**src/rtl/sgpio_pkg.sv**
```systemverilog
package sgpio_pkg;

    typedef enum logic [2:0] {
        ST_IDLE   = 3'd0,
        ST_LOAD_A = 3'd1,
        ST_LOAD_B = 3'd2,
        ST_BIT_LO = 3'd3,
        ST_BIT_HI = 3'd4,
        ST_FINISH = 3'd5,
        ST_GAP    = 3'd6
    } seq_state_e;

    localparam logic [7:0] ADDR_CFG   = 8'h00;
    localparam logic [7:0] ADDR_FRAME = 8'h04;
    localparam logic [7:0] ADDR_SRST  = 8'h08;
    localparam logic [7:0] ADDR_ISTAT = 8'h0C;
    localparam logic [7:0] ADDR_IMASK = 8'h10;

    // Transmit words skip one slot after the second word.
    function automatic logic [7:0] tx_word_addr(input int k);
        return 8'(32'h14 + 32'(((k >= 2) ? k + 1 : k) * 4));
    endfunction

    function automatic logic [7:0] rx_word_addr(input int k);
        return 8'(32'h24 + 32'(k * 4));
    endfunction

endpackage

```
**src/rtl/sgpio_clkdiv.sv**
```systemverilog
module sgpio_clkdiv #(
    parameter int DIV_W = 20
) (
    input  logic             clk,
    input  logic             rst_n,
    input  logic             run_i,
    input  logic [DIV_W-1:0] div_i,
    output logic             tick_o
);

    logic [DIV_W-1:0] cnt_q;

    // A tick ends every half serial period; >= tolerates a shrinking divider.
    assign tick_o = run_i && (cnt_q >= div_i);

    always_ff @(posedge clk or negedge rst_n) begin
        if (!rst_n) begin
            cnt_q <= '0;
        end else if (!run_i || tick_o) begin
            cnt_q <= '0;
        end else begin
            cnt_q <= cnt_q + 1'b1;
        end
    end

    // every half period starts from a cleared count
    p_cnt_restart_r3: assert property (@(posedge clk) disable iff (!rst_n)
        !run_i |=> cnt_q == '0);

endmodule

```
**src/rtl/sgpio_seq.sv**
```systemverilog
module sgpio_seq
    import sgpio_pkg::*;
#(
    parameter int NUM_WORDS  = 3,
    parameter int GAP_W      = 16,
    parameter int FRAME_BITS = NUM_WORDS * 32,
    parameter int IDX_W      = $clog2(FRAME_BITS)
) (
    input  logic                  clk,
    input  logic                  rst_n,
    input  logic                  en_i,
    input  logic                  mode_i,
    input  logic [1:0]            words_i,
    input  logic [GAP_W-1:0]      gap_i,
    input  logic                  start_i,
    input  logic                  srst_i,
    input  logic                  tick_i,
    input  logic [FRAME_BITS-1:0] tx_frame_i,
    input  logic                  sdin_i,
    output logic                  run_o,
    output logic                  busy_o,
    output logic                  done_o,
    output logic [FRAME_BITS-1:0] rx_frame_o,
    output logic                  sclk_o,
    output logic                  sload_o,
    output logic                  sdout_o
);

    seq_state_e st_q, st_d;

    logic [IDX_W-1:0]      idx_q;
    logic [IDX_W-1:0]      last_q;
    logic [IDX_W-1:0]      last_d;
    logic [FRAME_BITS-1:0] tx_q;
    logic [FRAME_BITS-1:0] rx_q;
    logic [GAP_W:0]        gap_cnt_q;
    logic [GAP_W:0]        gap_last;
    logic                  enter_frame;

    assign gap_last    = {gap_i, 1'b0} - 1'b1;
    assign enter_frame = (st_d == ST_LOAD_A) && (st_q != ST_LOAD_A);

    // Frame length in slots, clamped to the buffer size.
    always_comb begin
        int w;
        w = int'(words_i);
        if (w == 0) w = 1;
        if (w > NUM_WORDS) w = NUM_WORDS;
        last_d = IDX_W'(w * 32 - 1);
    end

    // State register.
    always_ff @(posedge clk or negedge rst_n) begin
        if (!rst_n) st_q <= ST_IDLE;
        else        st_q <= st_d;
    end

    // Next-state logic.
    always_comb begin
        st_d = st_q;
        unique case (st_q)
            ST_IDLE:   if (start_i && en_i) st_d = ST_LOAD_A;
            ST_LOAD_A: if (tick_i) st_d = ST_LOAD_B;
            ST_LOAD_B: if (tick_i) st_d = ST_BIT_LO;
            ST_BIT_LO: if (tick_i) st_d = ST_BIT_HI;
            ST_BIT_HI: if (tick_i) st_d = (idx_q == last_q) ? ST_FINISH : ST_BIT_LO;
            ST_FINISH: begin
                if (!mode_i)            st_d = ST_IDLE;
                else if (gap_i == '0)   st_d = ST_LOAD_A;
                else                    st_d = ST_GAP;
            end
            ST_GAP: begin
                if (!mode_i)                               st_d = ST_IDLE;
                else if (tick_i && gap_cnt_q == gap_last)  st_d = ST_LOAD_A;
            end
            default: st_d = ST_IDLE;
        endcase
        if (srst_i || !en_i) st_d = ST_IDLE;
    end

    // Line outputs and status decoded from the state.
    always_comb begin
        sclk_o  = 1'b1;
        sload_o = 1'b0;
        sdout_o = 1'b0;
        run_o   = 1'b0;
        done_o  = 1'b0;
        unique case (st_q)
            ST_IDLE:   ;
            ST_LOAD_A: begin sclk_o = 1'b0; sload_o = 1'b1; run_o = 1'b1; end
            ST_LOAD_B: begin sload_o = 1'b1; run_o = 1'b1; end
            ST_BIT_LO: begin sclk_o = 1'b0; sdout_o = tx_q[idx_q]; run_o = 1'b1; end
            ST_BIT_HI: begin sdout_o = tx_q[idx_q]; run_o = 1'b1; end
            ST_FINISH: done_o = 1'b1;
            ST_GAP:    run_o = 1'b1;
            default:   ;
        endcase
    end

    assign busy_o     = (st_q != ST_IDLE);
    assign rx_frame_o = rx_q;

    // Datapath: snapshot, slot index, capture, gap counter.
    always_ff @(posedge clk or negedge rst_n) begin
        if (!rst_n) begin
            idx_q     <= '0;
            last_q    <= '0;
            tx_q      <= '0;
            rx_q      <= '0;
            gap_cnt_q <= '0;
        end else begin
            if (enter_frame) begin
                tx_q   <= tx_frame_i;
                rx_q   <= '0;
                last_q <= last_d;
                idx_q  <= '0;
            end
            if (st_q == ST_BIT_LO && tick_i) begin
                rx_q[idx_q] <= sdin_i;
            end
            if (st_q == ST_BIT_HI && tick_i && idx_q != last_q) begin
                idx_q <= idx_q + 1'b1;
            end
            if (st_q == ST_FINISH) begin
                gap_cnt_q <= '0;
            end else if (st_q == ST_GAP && tick_i) begin
                gap_cnt_q <= gap_cnt_q + 1'b1;
            end
        end
    end

    // an accepted trigger makes the block busy
    p_start_busy_r9: assert property (@(posedge clk) disable iff (!rst_n)
        (st_q == ST_IDLE) && start_i && en_i && !srst_i |=> busy_o);

    // a trigger inside the data slots does not restart the frame
    p_no_restart_r9: assert property (@(posedge clk) disable iff (!rst_n)
        (st_q == ST_BIT_LO || st_q == ST_BIT_HI) && start_i |=> st_q != ST_LOAD_A);

    // soft reset leaves the controller idle
    p_srst_idle_r11: assert property (@(posedge clk) disable iff (!rst_n)
        srst_i |=> !busy_o);

    // slot index never passes the frame length
    p_idx_bound_r5: assert property (@(posedge clk) disable iff (!rst_n)
        (st_q == ST_BIT_LO || st_q == ST_BIT_HI) |-> idx_q <= last_q);

    // data line holds through the low half of a slot
    p_dout_hold_r6: assert property (@(posedge clk) disable iff (!rst_n)
        (st_q == ST_BIT_LO) && !tick_i && en_i && !srst_i |=> $stable(sdout_o));

endmodule

```
**src/rtl/sgpio_regs.sv**
```systemverilog
module sgpio_regs
    import sgpio_pkg::*;
#(
    parameter int NUM_WORDS  = 3,
    parameter int DIV_W      = 20,
    parameter int CNT_W      = 7,
    parameter int GAP_W      = 16,
    parameter int FRAME_BITS = NUM_WORDS * 32
) (
    input  logic                  clk,
    input  logic                  rst_n,
    input  logic                  psel,
    input  logic                  penable,
    input  logic                  pwrite,
    input  logic [7:0]            paddr,
    input  logic [31:0]           pwdata,
    output logic [31:0]           prdata,
    input  logic                  busy_i,
    input  logic                  done_i,
    input  logic [FRAME_BITS-1:0] rx_frame_i,
    output logic                  en_o,
    output logic [DIV_W-1:0]      div_o,
    output logic                  mode_o,
    output logic [1:0]            words_o,
    output logic [GAP_W-1:0]      gap_o,
    output logic [FRAME_BITS-1:0] tx_frame_o,
    output logic                  start_o,
    output logic                  srst_o,
    output logic                  irq_o
);

    logic             wr;
    logic             en_q, rx_off_q, mode_q, istat_q, imask_q;
    logic [3:0]       pat_q;
    logic [DIV_W-1:0] div_q;
    logic [CNT_W-1:0] cnt_q;
    logic [GAP_W-1:0] gap_q;
    logic [31:0]      wd_q [NUM_WORDS];
    logic [31:0]      rd_q [NUM_WORDS];
    logic [FRAME_BITS-1:0] rd_flat;

    assign wr      = psel && penable && pwrite;
    assign start_o = wr && (paddr == ADDR_FRAME) && pwdata[1] && en_q;
    assign srst_o  = wr && (paddr == ADDR_SRST) && pwdata[0];

    assign en_o    = en_q;
    assign div_o   = div_q;
    assign mode_o  = mode_q;
    assign words_o = cnt_q[6:5];
    assign gap_o   = gap_q;
    assign irq_o   = istat_q && !imask_q;

    for (genvar g = 0; g < NUM_WORDS; g++) begin : g_flat
        assign tx_frame_o[g*32 +: 32] = wd_q[g];
        assign rd_flat[g*32 +: 32]    = rd_q[g];
    end

    always_ff @(posedge clk or negedge rst_n) begin
        if (!rst_n) begin
            en_q     <= 1'b0;
            rx_off_q <= 1'b0;
            pat_q    <= '0;
            div_q    <= '0;
            mode_q   <= 1'b0;
            cnt_q    <= '0;
            gap_q    <= '0;
            imask_q  <= 1'b0;
        end else if (wr) begin
            unique case (paddr)
                ADDR_CFG: begin
                    en_q     <= pwdata[0];
                    rx_off_q <= pwdata[1];
                    pat_q    <= pwdata[11:8];
                    div_q    <= pwdata[12 +: DIV_W];
                end
                ADDR_FRAME: begin
                    mode_q <= pwdata[2];
                    cnt_q  <= pwdata[8 +: CNT_W];
                    gap_q  <= pwdata[16 +: GAP_W];
                end
                ADDR_IMASK: imask_q <= pwdata[0];
                default: ;
            endcase
        end
    end

    // Interrupt status: set by frame end, cleared by a zero write or soft reset.
    always_ff @(posedge clk or negedge rst_n) begin
        if (!rst_n)                                        istat_q <= 1'b0;
        else if (srst_o)                                   istat_q <= 1'b0;
        else if (done_i)                                   istat_q <= 1'b1;
        else if (wr && paddr == ADDR_ISTAT && !pwdata[0])  istat_q <= 1'b0;
    end

    always_ff @(posedge clk or negedge rst_n) begin
        if (!rst_n) begin
            for (int k = 0; k < NUM_WORDS; k++) begin
                wd_q[k] <= '0;
                rd_q[k] <= '0;
            end
        end else begin
            for (int k = 0; k < NUM_WORDS; k++) begin
                if (wr && paddr == tx_word_addr(k)) wd_q[k] <= pwdata;
                if (done_i && !rx_off_q)            rd_q[k] <= rx_frame_i[k*32 +: 32];
            end
        end
    end

    always_comb begin
        prdata = '0;
        unique case (paddr)
            ADDR_CFG: begin
                prdata[0]            = en_q;
                prdata[1]            = rx_off_q;
                prdata[11:8]         = pat_q;
                prdata[12 +: DIV_W]  = div_q;
            end
            ADDR_FRAME: begin
                prdata[0]            = en_q && !busy_i;
                prdata[2]            = mode_q;
                prdata[3]            = busy_i;
                prdata[8 +: CNT_W]   = cnt_q;
                prdata[16 +: GAP_W]  = gap_q;
            end
            ADDR_ISTAT: prdata[0] = istat_q;
            ADDR_IMASK: prdata[0] = imask_q;
            default: ;
        endcase
        for (int k = 0; k < NUM_WORDS; k++) begin
            if (paddr == tx_word_addr(k)) prdata = wd_q[k];
            if (paddr == rx_word_addr(k)) prdata = rd_q[k];
        end
    end

    // a frame end always leaves the status set
    p_irq_set_r10: assert property (@(posedge clk) disable iff (!rst_n)
        done_i && !srst_o |=> istat_q);

    // receive-off freezes the read words
    p_rx_hold_r8: assert property (@(posedge clk) disable iff (!rst_n)
        rx_off_q |=> $stable(rd_flat));

    // soft reset keeps configuration
    p_srst_cfg_r11: assert property (@(posedge clk) disable iff (!rst_n)
        srst_o |=> $stable(div_q) && $stable(en_q) && $stable(cnt_q) && !istat_q);

endmodule

```
**src/rtl/sgpio_master.sv**
```systemverilog
module sgpio_master #(
    parameter int NUM_WORDS = 3,
    parameter int DIV_W     = 20,
    parameter int CNT_W     = 7,
    parameter int GAP_W     = 16
) (
    input  logic        clk,
    input  logic        rst_n,
    input  logic        psel,
    input  logic        penable,
    input  logic        pwrite,
    input  logic [7:0]  paddr,
    input  logic [31:0] pwdata,
    output logic [31:0] prdata,
    output logic        irq_o,
    output logic        ser_clk_o,
    output logic        ser_load_o,
    output logic        ser_dout_o,
    input  logic        ser_din_i
);

    localparam int FRAME_BITS = NUM_WORDS * 32;
    localparam int IDX_W      = $clog2(FRAME_BITS);

    logic                  en, mode, start, srst, busy, done, run, tick;
    logic [DIV_W-1:0]      div;
    logic [1:0]            words;
    logic [GAP_W-1:0]      gap;
    logic [FRAME_BITS-1:0] tx_frame, rx_frame;

    sgpio_regs #(
        .NUM_WORDS(NUM_WORDS), .DIV_W(DIV_W), .CNT_W(CNT_W),
        .GAP_W(GAP_W), .FRAME_BITS(FRAME_BITS)
    ) regs_i (
        .clk(clk), .rst_n(rst_n), .psel(psel), .penable(penable),
        .pwrite(pwrite), .paddr(paddr), .pwdata(pwdata), .prdata(prdata),
        .busy_i(busy), .done_i(done), .rx_frame_i(rx_frame),
        .en_o(en), .div_o(div), .mode_o(mode), .words_o(words), .gap_o(gap),
        .tx_frame_o(tx_frame), .start_o(start), .srst_o(srst), .irq_o(irq_o)
    );

    sgpio_clkdiv #(.DIV_W(DIV_W)) div_i (
        .clk(clk), .rst_n(rst_n), .run_i(run), .div_i(div), .tick_o(tick)
    );

    sgpio_seq #(
        .NUM_WORDS(NUM_WORDS), .GAP_W(GAP_W),
        .FRAME_BITS(FRAME_BITS), .IDX_W(IDX_W)
    ) seq_i (
        .clk(clk), .rst_n(rst_n), .en_i(en), .mode_i(mode), .words_i(words),
        .gap_i(gap), .start_i(start), .srst_i(srst), .tick_i(tick),
        .tx_frame_i(tx_frame), .sdin_i(ser_din_i), .run_o(run),
        .busy_o(busy), .done_o(done), .rx_frame_o(rx_frame),
        .sclk_o(ser_clk_o), .sload_o(ser_load_o), .sdout_o(ser_dout_o)
    );

endmodule

```
**config.mk**
```make
export PLATFORM = sky130hd
export DESIGN_NAME = sgpio_master
export DESIGN_NICKNAME = d
export VERILOG_FILES = /design/src/rtl/sgpio_pkg.sv /design/src/rtl/sgpio_clkdiv.sv /design/src/rtl/sgpio_seq.sv /design/src/rtl/sgpio_regs.sv /design/src/rtl/sgpio_master.sv
export SDC_FILE = /design/constraint.sdc
export NUM_CORES = 1
export LEC_CHECK = 0
export BUFFER_PORTS_ARGS = -buffer_cell sky130_fd_sc_hd__buf_4
export CAP_MARGIN = 10
export CORE_MARGIN = 2
export CORE_UTILIZATION = 55
export DETAILED_ROUTE_END_ITERATION = 12
export PLACE_DENSITY = 0.72
export REMOVE_ABC_BUFFERS = 1
export SYNTH_ARGS = -nofsm -noshare
export SYNTH_HDL_FRONTEND = slang
export SYNTH_SLANG_ARGS = --single-unit
```
**constraint.sdc**
```tcl
create_clock -name clk -period 4.7 [get_ports clk]
set_input_delay 0.705 -clock clk [delete_from_list [all_inputs] [get_ports clk]]
set_output_delay 0.705 -clock clk [all_outputs]
set_load 0.02 [all_outputs]
```
==> metrics.yaml <==
outcome:
  outcome: "completed"
routing:
  totalWireLength_microns: 65700
  drtIter0Drc: 1963
  drc: 0
  wl_per_cell_microns: 25.2
  vias_per_cell: 6.52
  final_antenna_net_count: 0
  dr.pass1.iters: 7
  route.vias.total: 16972
synthesis:
  netlist_area_sq_mm: 0.0231
  yosys_warnings: 0
  synthCells: 1985
  ys_types: 66
  ys_seq_elements: 486
  avgSynthCellArea_sq_um: 11.6
  synth_flop_cell: "dfrtp_1"
  synth-seq-area-share: 0.527
  synth_edf_count: 0
  ys_async_sr_fraction: 1.00
finish:
  final_common_cell: "dfrtp_1"
  final_cell_mix: "486 x dfrtp_1, 288 x mux2_2, 199 x nor2_1"
  n_antenna_cell: 0
  area_growth_pct: 12.2
  final_nets: 2101
  drive_gt1_frac: 0.257
  stdcell_count: 2605
  final_util: 0.621
sta:
  period_needed_ps: 4430
  rsz0062_at_grt: "false"
  tns_ps: 0
  post-route-period-util: 0.942
  tightest_slew_ps: 1090
  setup_violations: 0
  fmax_ghz: 0.226
  slew_viol_final: 0
  hold_viol_final: 0
  relSlewSlack: 0.275
  timing.hold.ws_ps: 200
  clock-skew-final_ps: 29.0
critical_path:
  r2r_start: "div_i.cnt_q[7]$_DFF_PN0_"
  endpoint_kind: "output port"
  rr_worst_depth: 12
  r2r-end: "seq_i.tx_q[20]$_DFFE_PN0P_"
  critPathSlowestCell: "dfrtp_1"
  cp_common_cell: "buf_4"
  timing.reg2reg.setup_slack_ps: 870
  critPathMaxStageDelay_ps: 740
  crit_type: "reg2out"
  crit_arrival_ps: 3720
  path_max_fanout: 14
  startpoint_type: "flip-flop"
  path_cells: "buf_4 -> mux2_2 -> a221oi_1 -> o221ai_1 -> o21a_1 -> mux4_2 -> o211a_1 -> buf_4"
  cp.required_ps: 3990
power:
  p_per_area_mw_per_mm2: 327
  peakVddDrop_v: 0.000236
  p_leak_nw: 11.7
global_route:
  grt_max_degree: 107
  overflow: 0
  grt_pass1_wl_microns: 103000
  grt_pass1_vias: 17011
  antenna_found_initial: 1
  grt.total_usage: 0.306
floorplanning:
  rows: 75
  initial_core_util: 0.554
  die_w_microns: 209
  io_pins: 82
  design.core.area_sq_mm: 0.0417
  die_area_sq_mm: 0.0436
  fp.dieH_microns: 209
cts:
  cts_tree: "yes"
  clock_tree.root_cell: "clkbuf_16"
  cts_buffers: 49
  clockBufferDepth: 3
  cts-resized-gates: 0
  postCtsSetupBuffers: 0
  clkSlewWorstSetupHoldPaths_ps: 60
  cts_hold_buf: 0
  cts_max_level: 2
  clock_sinks: 486
  clkLatencyLatePin_ps: 600
place:
  gp_congestion: 0.875
  dp_hpwl_microns: 41300
  place_inst: 2519
  io_buffers: 81
min_path:
  hold_class: "in2async"
flow_run:
  maxCapViolCount: 0
-- power by group --
part	total (mW)	switching [mW]	internal, mW
combinational	0.271	0.187	0.0839
sequential	4.22	0.0208	4.20
clock	3.96	1.64	2.32
total	8.45	1.85	6.60
-- worst max-delay path by stage --
stage / startpoint / endpoint / slack, ps / cells after the start
after floorplan: seq_i.st_q[2]$_DFF_PN0_ / regs_i.rd_flat[0]$_DFFE_PN0P_ / -860 / 4
after global placement: seq_i.idx_q[2]$_DFFE_PN0P_ / ser_dout_o / 950 / 8
after detailed placement: seq_i.idx_q[2]$_DFFE_PN0P_ / ser_dout_o / 930 / 8
after CTS: seq_i.idx_q[2]$_DFFE_PN0P_ / ser_dout_o / 320 / 8
after global routing: seq_i.idx_q[2]$_DFFE_PN0P_ / ser_dout_o / 190 / 8
final: seq_i.idx_q[2]$_DFFE_PN0P_ / ser_dout_o / 270 / 8
-- cell type report --
class	count	area, sq um
flip-flops and latches	486	12200
well taps	539	674
fillers	3268	15800
inverters	38	143
clock inverters	12	145
multi-input cells	1319	10100
repair buffers	137	1160
clock buffers	74	1470
-- layer usage --
metal  routed length, microns  global-route usage
met1                    27500               0.426
met2                    30500               0.480
met3                     5160              0.0553
met4                     2460               0.119
met5                        0                   0
-- logic make-up (layout without fill, tap and decap cells) --
logic type                 count (synthesis)  after routing  synth area share
DFF                                      486            486             0.527
muxes                                    362            362             0.177
and+or+nand+nor                          424            424            0.0847
AOI/OAI and AO/OA                        451            451             0.140
buffers and inverters                    180            261            0.0362
adders and majority gates                 24             24            0.0130
xor gates and xnor gates                  58             58            0.0220
-- per-stage QoR --
stage               setup slack, ps  cell area, sq um  power (mW)
floorplan                      -856             22400        4.37
global placement                949             24300        4.57
finish                          273             25900        8.45
detailed placement              931             24300        4.57
CTS                             320             25900        8.49
global route                    194             25900        8.68
-- flip-flops by register name (all words and copies together), names as in the netlist, 3 cells and up --
| signal | flops |
|---|---|
| regs_i.pat_q | 4 |
| regs_i.cnt_q | 7 |
| regs_i.rd_flat | 96 |
| seq_i.gap_cnt_q | 17 |
| regs_i.tx_frame_o | 96 |
| seq_i.tx_q | 96 |
| seq_i.last_q | 3 |
| seq_i.rx_frame_o | 96 |
| regs_i.gap_o | 16 |
| seq_i.idx_q | 7 |
| regs_i.div_o | 20 |
| div_i.cnt_q | 20 |
| seq_i.st_q | 3 |
-- cell usage after synthesis, drive strengths merged (24+ instances only) --
library cell | instances | area share
mux2 | 354 | 0.17
dfrtp | 486 | 0.53
a31oi | 27 | 0.0073
inv | 37 | 0.0060
a22oi | 59 | 0.019
nand3 | 54 | 0.012
nand2 | 59 | 0.0096
ha | 24 | 0.013
clkbuf | 103 | 0.017
o2bb2ai | 96 | 0.039
xnor2 | 35 | 0.013
a21oi | 63 | 0.014
nor2 | 206 | 0.034
o21ai | 118 | 0.026
buf | 39 | 0.013
-- worst max-delay path: cells and delay by family (launching register included) --
| family | cells | cell delay (ps) |
|---|---|---|
| compound gates | 4 | 1040 |
| mux | 2 | 810 |
| flops | 1 | 740 |
| buf+inv | 2 | 530 |
(Power assumes the default switching activity.)
